`config.mk`:
```
export PLATFORM = sky130hd
export DESIGN_NAME = clk_prescale_tree
export DESIGN_NICKNAME = d
export VERILOG_FILES = /design/src/rtl/ck_pkg.sv /design/src/rtl/ck_tick_div.sv /design/src/rtl/ck_out_gen.sv /design/src/rtl/clk_prescale_tree.sv
export SDC_FILE = /design/constraint.sdc
export NUM_CORES = 1
export LEC_CHECK = 0
export ABC_AREA = 1
export ABC_CLOCK_PERIOD_IN_PS = 1800
export BUFFER_PORTS_ARGS = -buffer_cell sky130_fd_sc_hd__buf_2
export CAP_MARGIN = 5
export CORE_UTILIZATION = 52
export DETAILED_ROUTE_END_ITERATION = 6
export PLACE_DENSITY = 0.75
export SYNTH_ARGS = -nofsm -noshare
export SYNTH_HDL_FRONTEND = slang
export SYNTH_HIERARCHICAL = 1
export SYNTH_SLANG_ARGS = --single-unit
```
`constraint.sdc`:
```
create_clock -name clk_i -period 1.8 [get_ports clk_i]
set_clock_uncertainty 0.2 [all_clocks]
set_input_delay 0.36 -clock clk_i [delete_from_list [all_inputs] [get_ports clk_i]]
set_output_delay 0.36 -clock clk_i [all_outputs]
set_load 0.05 [all_outputs]
```
`src/rtl/ck_pkg.sv`:
```
package ck_pkg;
    localparam int SYS_CODE_W   = 3;
    localparam int SYS_MAX_LOG  = 4;
    localparam int PER_CODE_W   = 2;
    localparam int PER_MAX_LOG  = 3;
    localparam int CKO_CODE_W   = 2;
    localparam int CKO_RST_CODE = 2;
endpackage

```
`src/rtl/ck_tick_div.sv`:
```
module ck_tick_div #(
    parameter int CODE_W  = 3,
    parameter int MAX_LOG = 4
) (
    input  logic              clk_i,
    input  logic              rst_ni,
    input  logic              step_i,
    input  logic              we_i,
    input  logic [CODE_W-1:0] code_i,
    output logic [CODE_W-1:0] code_o,
    output logic              tick_o
);
    localparam int CNT_W = (MAX_LOG < 1) ? 1 : MAX_LOG;

    typedef struct packed {
        logic [CODE_W-1:0] code;
        logic [CNT_W-1:0]  lim;
        logic [CNT_W-1:0]  cnt;
    } div_st_t;

    div_st_t st_d, st_q;

    function automatic logic [CNT_W-1:0] lim_of(input logic [CODE_W-1:0] c);
        int l;
        l = (int'(c) > MAX_LOG) ? MAX_LOG : int'(c);
        return CNT_W'((1 << l) - 1);
    endfunction

    logic wrap;
    assign wrap   = (st_q.cnt == st_q.lim);
    assign tick_o = step_i & wrap;
    assign code_o = st_q.code;

    always_comb begin
        st_d = st_q;
        if (we_i) st_d.code = code_i;
        if (step_i) begin
            if (wrap) begin
                st_d.cnt = '0;
                st_d.lim = lim_of(st_d.code);
            end else begin
                st_d.cnt = st_q.cnt + CNT_W'(1);
            end
        end
    end

    always_ff @(posedge clk_i or negedge rst_ni) begin
        if (!rst_ni) st_q <= '0;
        else         st_q <= st_d;
    end

    // the counter never runs past the loaded period end
    a_r5_cnt_in_range: assert property (@(posedge clk_i) disable iff (!rst_ni)
        st_q.cnt <= st_q.lim);
    // every loaded period is a power of two
    a_r2_lim_pow2: assert property (@(posedge clk_i) disable iff (!rst_ni)
        ((st_q.lim + CNT_W'(1)) & st_q.lim) == '0);
endmodule

```
`src/rtl/ck_out_gen.sv`:
```
module ck_out_gen #(
    parameter int CODE_W   = 2,
    parameter int RST_CODE = 2
) (
    input  logic              clk_i,
    input  logic              rst_ni,
    input  logic              step_i,
    input  logic              full_speed_i,
    input  logic              en_we_i,
    input  logic              en_i,
    input  logic              div_we_i,
    input  logic [CODE_W-1:0] div_i,
    output logic              cko_o,
    output logic              cfg_err_o
);
    localparam int MAX_LOG = (1 << CODE_W) - 1;
    localparam int HW      = (MAX_LOG - 1 < 1) ? 1 : MAX_LOG - 1;

    typedef struct packed {
        logic              en;
        logic [CODE_W-1:0] code;
        logic [CODE_W-1:0] act;
        logic [HW-1:0]     cnt;
        logic              cko;
    } out_st_t;

    out_st_t st_d, st_q;

    function automatic logic [HW-1:0] half_lim(input logic [CODE_W-1:0] a);
        if (a == '0) return '0;
        return HW'((1 << (int'(a) - 1)) - 1);
    endfunction

    logic [HW-1:0] lim_q;
    assign lim_q     = half_lim(st_q.act);
    assign cko_o     = st_q.cko;
    assign cfg_err_o = st_q.en & full_speed_i & (st_q.code < CODE_W'(2));

    always_comb begin
        st_d = st_q;
        if (en_we_i)  st_d.en   = en_i;
        if (div_we_i) st_d.code = div_i;
        if (!st_q.en) begin
            st_d.cko = 1'b0;
            st_d.cnt = '0;
            st_d.act = st_d.code;
        end else if (step_i) begin
            if (st_q.act == '0) begin
                st_d.cko = 1'b1;
                st_d.cnt = '0;
                st_d.act = st_d.code;
            end else if (st_q.cnt == lim_q) begin
                st_d.cnt = '0;
                st_d.cko = ~st_q.cko;
                if (st_q.cko) st_d.act = st_d.code;
            end else begin
                st_d.cnt = st_q.cnt + HW'(1);
            end
        end else if (st_q.act == '0) begin
            st_d.cko = 1'b0;
        end
    end

    always_ff @(posedge clk_i or negedge rst_ni) begin
        if (!rst_ni) begin
            st_q      <= '0;
            st_q.code <= CODE_W'(RST_CODE);
            st_q.act  <= CODE_W'(RST_CODE);
        end else begin
            st_q <= st_d;
        end
    end

    // disabled output is driven low on the next cycle
    a_r6_off_low: assert property (@(posedge clk_i) disable iff (!rst_ni)
        !st_q.en |=> !cko_o);
    // phase counter stays within the half-period
    a_r7_cnt_in_range: assert property (@(posedge clk_i) disable iff (!rst_ni)
        st_q.cnt <= lim_q);
endmodule

```
`src/rtl/clk_prescale_tree.sv`:
```
module clk_prescale_tree
    import ck_pkg::*;
#(
    parameter int NUM_PERIPH = 3
) (
    input  logic                           clk_i,
    input  logic                           rst_ni,
    input  logic                           sys_div_we_i,
    input  logic [SYS_CODE_W-1:0]          sys_div_i,
    input  logic [NUM_PERIPH-1:0]          per_div_we_i,
    input  logic [PER_CODE_W*NUM_PERIPH-1:0] per_div_i,
    input  logic                           cko_en_we_i,
    input  logic                           cko_en_i,
    input  logic                           cko_div_we_i,
    input  logic [CKO_CODE_W-1:0]          cko_div_i,
    output logic                           sys_tick_o,
    output logic [NUM_PERIPH-1:0]          per_tick_o,
    output logic                           cko_o,
    output logic                           cko_cfg_err_o
);
    logic [SYS_CODE_W-1:0] sys_code;
    logic [PER_CODE_W-1:0] per_code [NUM_PERIPH];

    ck_tick_div #(.CODE_W(SYS_CODE_W), .MAX_LOG(SYS_MAX_LOG)) u_sys_div (
        .clk_i  (clk_i),
        .rst_ni (rst_ni),
        .step_i (1'b1),
        .we_i   (sys_div_we_i),
        .code_i (sys_div_i),
        .code_o (sys_code),
        .tick_o (sys_tick_o)
    );

    for (genvar g = 0; g < NUM_PERIPH; g++) begin : g_per
        ck_tick_div #(.CODE_W(PER_CODE_W), .MAX_LOG(PER_MAX_LOG)) u_per_div (
            .clk_i  (clk_i),
            .rst_ni (rst_ni),
            .step_i (sys_tick_o),
            .we_i   (per_div_we_i[g]),
            .code_i (per_div_i[PER_CODE_W*g +: PER_CODE_W]),
            .code_o (per_code[g]),
            .tick_o (per_tick_o[g])
        );

        // a peripheral tick only comes with a system tick
        a_r4_per_under_sys: assert property (@(posedge clk_i) disable iff (!rst_ni)
            per_tick_o[g] |-> sys_tick_o);
        // a group's pending code moves only on its own write
        a_r5_code_kept: assert property (@(posedge clk_i) disable iff (!rst_ni)
            !per_div_we_i[g] |=> $stable(per_code[g]));
    end

    ck_out_gen #(.CODE_W(CKO_CODE_W), .RST_CODE(CKO_RST_CODE)) u_out (
        .clk_i        (clk_i),
        .rst_ni       (rst_ni),
        .step_i       (sys_tick_o),
        .full_speed_i (sys_code == '0),
        .en_we_i      (cko_en_we_i),
        .en_i         (cko_en_i),
        .div_we_i     (cko_div_we_i),
        .div_i        (cko_div_i),
        .cko_o        (cko_o),
        .cfg_err_o    (cko_cfg_err_o)
    );

    // the pin only rises in the cycle after a system tick
    a_r7_rise_after_tick: assert property (@(posedge clk_i) disable iff (!rst_ni)
        $rose(cko_o) |-> $past(sys_tick_o));
endmodule

```
## Word level (Yosys, flattened, before mapping)

Index checks and enable logic that the tools add are counted.

| word-level totals | value |
|---|---|
| bits in registers | 43 |
| input port bits | 20 |
| word-level logic and storage cells | 79 |
| output and inout port bits | 6 |

| cells by class | value |
|---|---|
| order comparisons | 2 |
| equal/unequal tests | 9 |
| mux-type cells | 22 |
| shift-type cells | 5 |
| bitwise operators | 6 |
| reductions and logical operators | 7 |
| $add $sub $neg | 11 |

Operators with widths:

| cell | count |
|---|---|
| << shifter 1 x 32 -> 2 bit (first input constant) | 1 |
| << shifter 1 x 32 -> 4 bit (first input constant) | 1 |
| 2-to-1 mux 2 bit | 9 |
| 2-to-1 mux 3 bit | 5 |
| 2-to-1 mux 5 bit | 2 |
| adder 3 x 1 -> 3 bit (second input constant) | 3 |
| == test 3 bit | 3 |
| != test 3 bit (second input constant) | 3 |
| << shifter 1 x 2 -> 3 bit (first input constant) | 3 |
| subtractor 3 x 2 -> 3 bit (second input constant) | 3 |
| 2-to-1 mux 4 bit | 2 |
| AND reduction 2 bit | 4 |
| AND 1 bit | 5 |
| adder 4 x 1 -> 4 bit (second input constant) | 1 |
| == test 4 bit | 1 |
| 2-to-1 mux 1 bit | 4 |
| subtractor 4 x 2 -> 4 bit (second input constant) | 1 |
| greater-than comparator 3 bit (second input constant) | 1 |
| zero test 3 bit | 1 |
| AND reduction 3 bit | 1 |
| subtractor 2 x 1 -> 3 bit (second input constant) | 1 |
| adder 2 x 1 -> 2 bit (second input constant) | 1 |
| == test 2 bit | 1 |
| zero test 2 bit | 1 |
| other kinds (4) | 4 |

## Logic depth before layout (Yosys ltp)

| depth | value |
|---|---|
| depth after elaboration | 9 |
| depth in mapped cells | 12 |
| mapped depth without buffers | 12 |

## Modules after synthesis

Netlist, hierarchy kept.

By module, submodules not included:

| module | cells each | area each (µm²) | instances |
|---|---|---|---|
| ck_tick_div (g_per[0].u_per_div ...) | 62 | 466.7 | 3 |
| ck_tick_div (u_sys_div) | 95 | 669.4 | 1 |
| ck_out_gen | 54 | 435.4 | 1 |
| clk_prescale_tree | 5 | 21.3 | 1 |

## Worst setup path after synthesis

OpenSTA, ideal clock, no wires.

| path | value |
|---|---|
| path type | register to output |
| start | register u_sys_div/st_q[0] (netlist bit) |
| end | output per_tick_o[0] |
| cell stages (with the launch flop) | 10 |
| arrival time | 1763 ps |
| setup slack | -523 ps |
| data required time | 1240 ps |
| buffers on the path | 1 |
| cells stage by stage | dfrtp_1 inv_2 nand2_1 nand2_2 nor2_4 nand3_4 inv_2 buf_2 nand3_2 inv_1 |

| on the way | value |
|---|---|
| cells in the longest elaborated chain, start to end | 2 |

Ends and longest elaborated chain:

| element | line | source |
|---|---|---|
| start: declaration | ck_tick_div.sv:21 | `div_st_t st_d, st_q;` |
| start signal: assignment | ck_tick_div.sv:49 | `else st_q <= st_d;` |
| == test 4 bit | ck_tick_div.sv:30 | `assign wrap = (st_q.cnt == st_q.lim);` |
| via sys_tick_o | clk_prescale_tree.sv:16 | `output logic sys_tick_o,` |
| AND 1 bit | ck_tick_div.sv:31 | `assign tick_o = step_i & wrap;` |
| end: declaration | clk_prescale_tree.sv:17 | `output logic [NUM_PERIPH-1:0] per_tick_o,` |

The timed path passes the listed nets, and every way through them passes these cells.

## Final worst setup path

| path | value |
|---|---|
| start | register u_sys_div/st_q[6] (netlist bit) |
| end | output per_tick_o[1] |

| on the way | value |
|---|---|
| cells in the longest elaborated chain, start to end | 2 |

Ends and longest elaborated chain:

| element | line |
|---|---|
| == test 4 bit | ck_tick_div.sv:30 |
| AND 1 bit | ck_tick_div.sv:31 |

No other way between the ends.

==> results.py <==
metrics = {
    "clocking": {
        "numCtsBuffers": 5,
        "cts_root_buf": "clkbuf_8",
        "htreeDepth": 2,
        "cts_tree": "built",
        "cts_sinks": 43,
        "cts_buffer_depth": 2,
        "cts.clk_slew.worst_paths_ns": 0.08,
        "worstSkewPairLatency_ns": 0.30,
    },
    "cells_and_area": {
        "fin_util_pct": 69.4,
        "diodes": 0,
        "nNetsFinal": 418,
        "area_growth_pct": 25.2,
        "finish.instance_area_mm2": 0.00311,
        "drive_gt1_share_pct": 28.9,
    },
    "flow_run": {
        "maxCapViolCount": 0,
    },
    "worst_setup_path": {
        "cp_cell_sequence": "inv_1 -> nand2_1 -> nand2_2 -> nor2_4 -> nand3_4 -> inv_8 -> nand3_4 -> clkinvlp_4 -> buf_8",
        "critPathCaptureType": "output pin",
        "worstSetupEndpoint": "per_tick_o[1]",
        "required_ns": 1.24,
        "critPathLaunchType": "flip-flop",
        "r2r-start": "u_sys_div/st_q[6]",
        "worstSetupPathType": "flip-flop to output pin",
        "cp.arrival_ns": 1.52,
        "cpMostUsedCell": "nand3_4",
        "crit_slowest_cell": "dfrtp_1",
        "r2r_cells": 12,
        "slowest_delay_ns": 0.39,
        "crit_start": "u_sys_div/st_q[6]",
        "critical_path.max_fanout": 7,
        "r2r_slack_ns": 0,
        "r2r-end": "g_per[2].u_per_div/st_q[3]",
    },
    "power_and_ir_drop": {
        "peakVddDrop_v": 0.000802,
        "power_leakage_uw": 0.00176,
        "p_per_area_mw_per_mm2": 1510,
        "power_uw": 4690,
    },
    "routing": {
        "num_vias": 2060,
        "drt_pass1_iterations": 4,
        "wl_per_cell_um": 10.0,
        "drt_iter0_drc": 126,
        "viasPerCell": 4.61,
        "routed_wl_um": 4470,
        "post-route-drc-count": 0,
        "ant_nets": 0,
    },
    "place": {
        "gp_congestion": 0.777,
        "port_buffers": 25,
        "place_ws_ns": -0.0812,
        "hpwl_um": 3230,
        "post_dp_cell_area_mm2": 0.00286,
    },
    "synth": {
        "syn_inst": 334,
        "yosysWarnings": 6,
        "synth_area_per_cell_um2": 7.43,
        "syn-num-nets": 358,
        "syn_area_mm2": 0.00248,
    },
    "timing": {
        "fmax_ghz": 0.481,
        "setup_viol": 6,
        "hold_viol": 0,
        "period_share_pct": 115,
        "period_needed_ns": 2.08,
        "whs_ns": 0.0584,
        "maxSlewViolCount": 0,
        "rsz0062_at_grt": "true",
        "worst_slack_ns": -0.278,
    },
    "global_routing": {
        "grt_max_degree": 44,
        "antenna_found_initial": 0,
        "first_global_vias": 1955,
        "globalRouteOverflowTotal": 0,
        "grt_util_all_layers_pct": 20.7,
        "grt_first_pass_wirelength_um": 8110,
    },
    "hold_path": {
        "hp-class": "input port to flip-flop",
    },
    "floorplanning": {
        "die_w_um": 71.1,
        "io_pins": 26,
        "rows": 24,
        "die_area_mm2": 0.00505,
        "die_height_um": 71.1,
        "floorplan.initialDensity_pct": 55.5,
        "fp.coreArea_mm2": 0.00447,
    },
    "outcome": {
        "violations": "negative setup slack",
        "status": "finished, violations left",
    },
}
layer usage:
layer	wire (um)	up-vias	track usage (%)
li1	-	1113	-
met1	2140	912	25.9
met2	2120	29	34.8
met3	133	6	4.70
met4	82	0	8.67
met5	0	-	0
final cells by class:
cell class	count	area, um2
sequential	43	1080
fill	351	1370
inverter	72	289
tap	52	65.1
multi-input combinational	212	1130
clock inverter	1	5.00
clock buffer	7	86.3
timing repair buffer	60	450
metrics by stage:
step,TNS [ns],instances
after floorplan,-0.573,334
after global placement,-0.0935,427
after detailed placement,-0.367,427
after CTS,-1.13,440
after global routing,-2.36,447
final,-1.09,447
report_power, final:
group	switching [uW]	leakage, uW	total, uW	internal, uW
sequential	306	0.000535	1600	1300
clock	327	0.0000482	637	310
combinational	1350	0.00117	2450	1100
total	1980	0.00176	4690	2710
critical path, delay by kind of cell, from the launching register on:
family	cells	cell delay [ns]
and+or+nand+nor	5	0.45
DFF	1	0.39
buffers and inverters	4	0.37
state kept, by name, summed over array words and instances (netlist names):
name and count:
g_per.u_per_div/code_o 6, g_per.u_per_div/st_q 18, u_out/cko_o 1, u_out/st_q 7
u_sys_div/code_o 3, u_sys_div/st_q 8
worst min path at each step:
| stage | from | end | cells after the start |
|---|---|---|---|
| global placement | rst_ni | g_per[1].u_per_div/st_q[4] | 2 |
| CTS | cko_en_we_i | u_out/st_q[7] | 2 |
| detailed placement | rst_ni | g_per[0].u_per_div/code_o[1] | 2 |
| floorplan | rst_ni | g_per[0].u_per_div/code_o[0] | 0 |
| global route | cko_en_we_i | u_out/st_q[7] | 2 |
| finish | cko_en_we_i | u_out/st_q[7] | 2 |
what timing repair did:
item	in CTS	in global routing
gates resized for setup	20	3
pin swaps	4	4
gates cloned	0	1
hold endpoints to repair	41	0
endpoints found under the setup margin	8	12
setup buffers	4	6
hold buffers	1	0
cell usage in the layout, fill, tap and decap left out, drive strengths merged, types with 2 or more instances in the layout:
master      n
dfstp       2
nand2     146
xnor2       6
inv        69
clkbuf      7
o21ai       4
xor2        3
nand4      16
dfrtp      41
nor2       12
ha          4
buf        59
clkinvlp    3
nand3      16
Power figures use the tool's default switching activity.
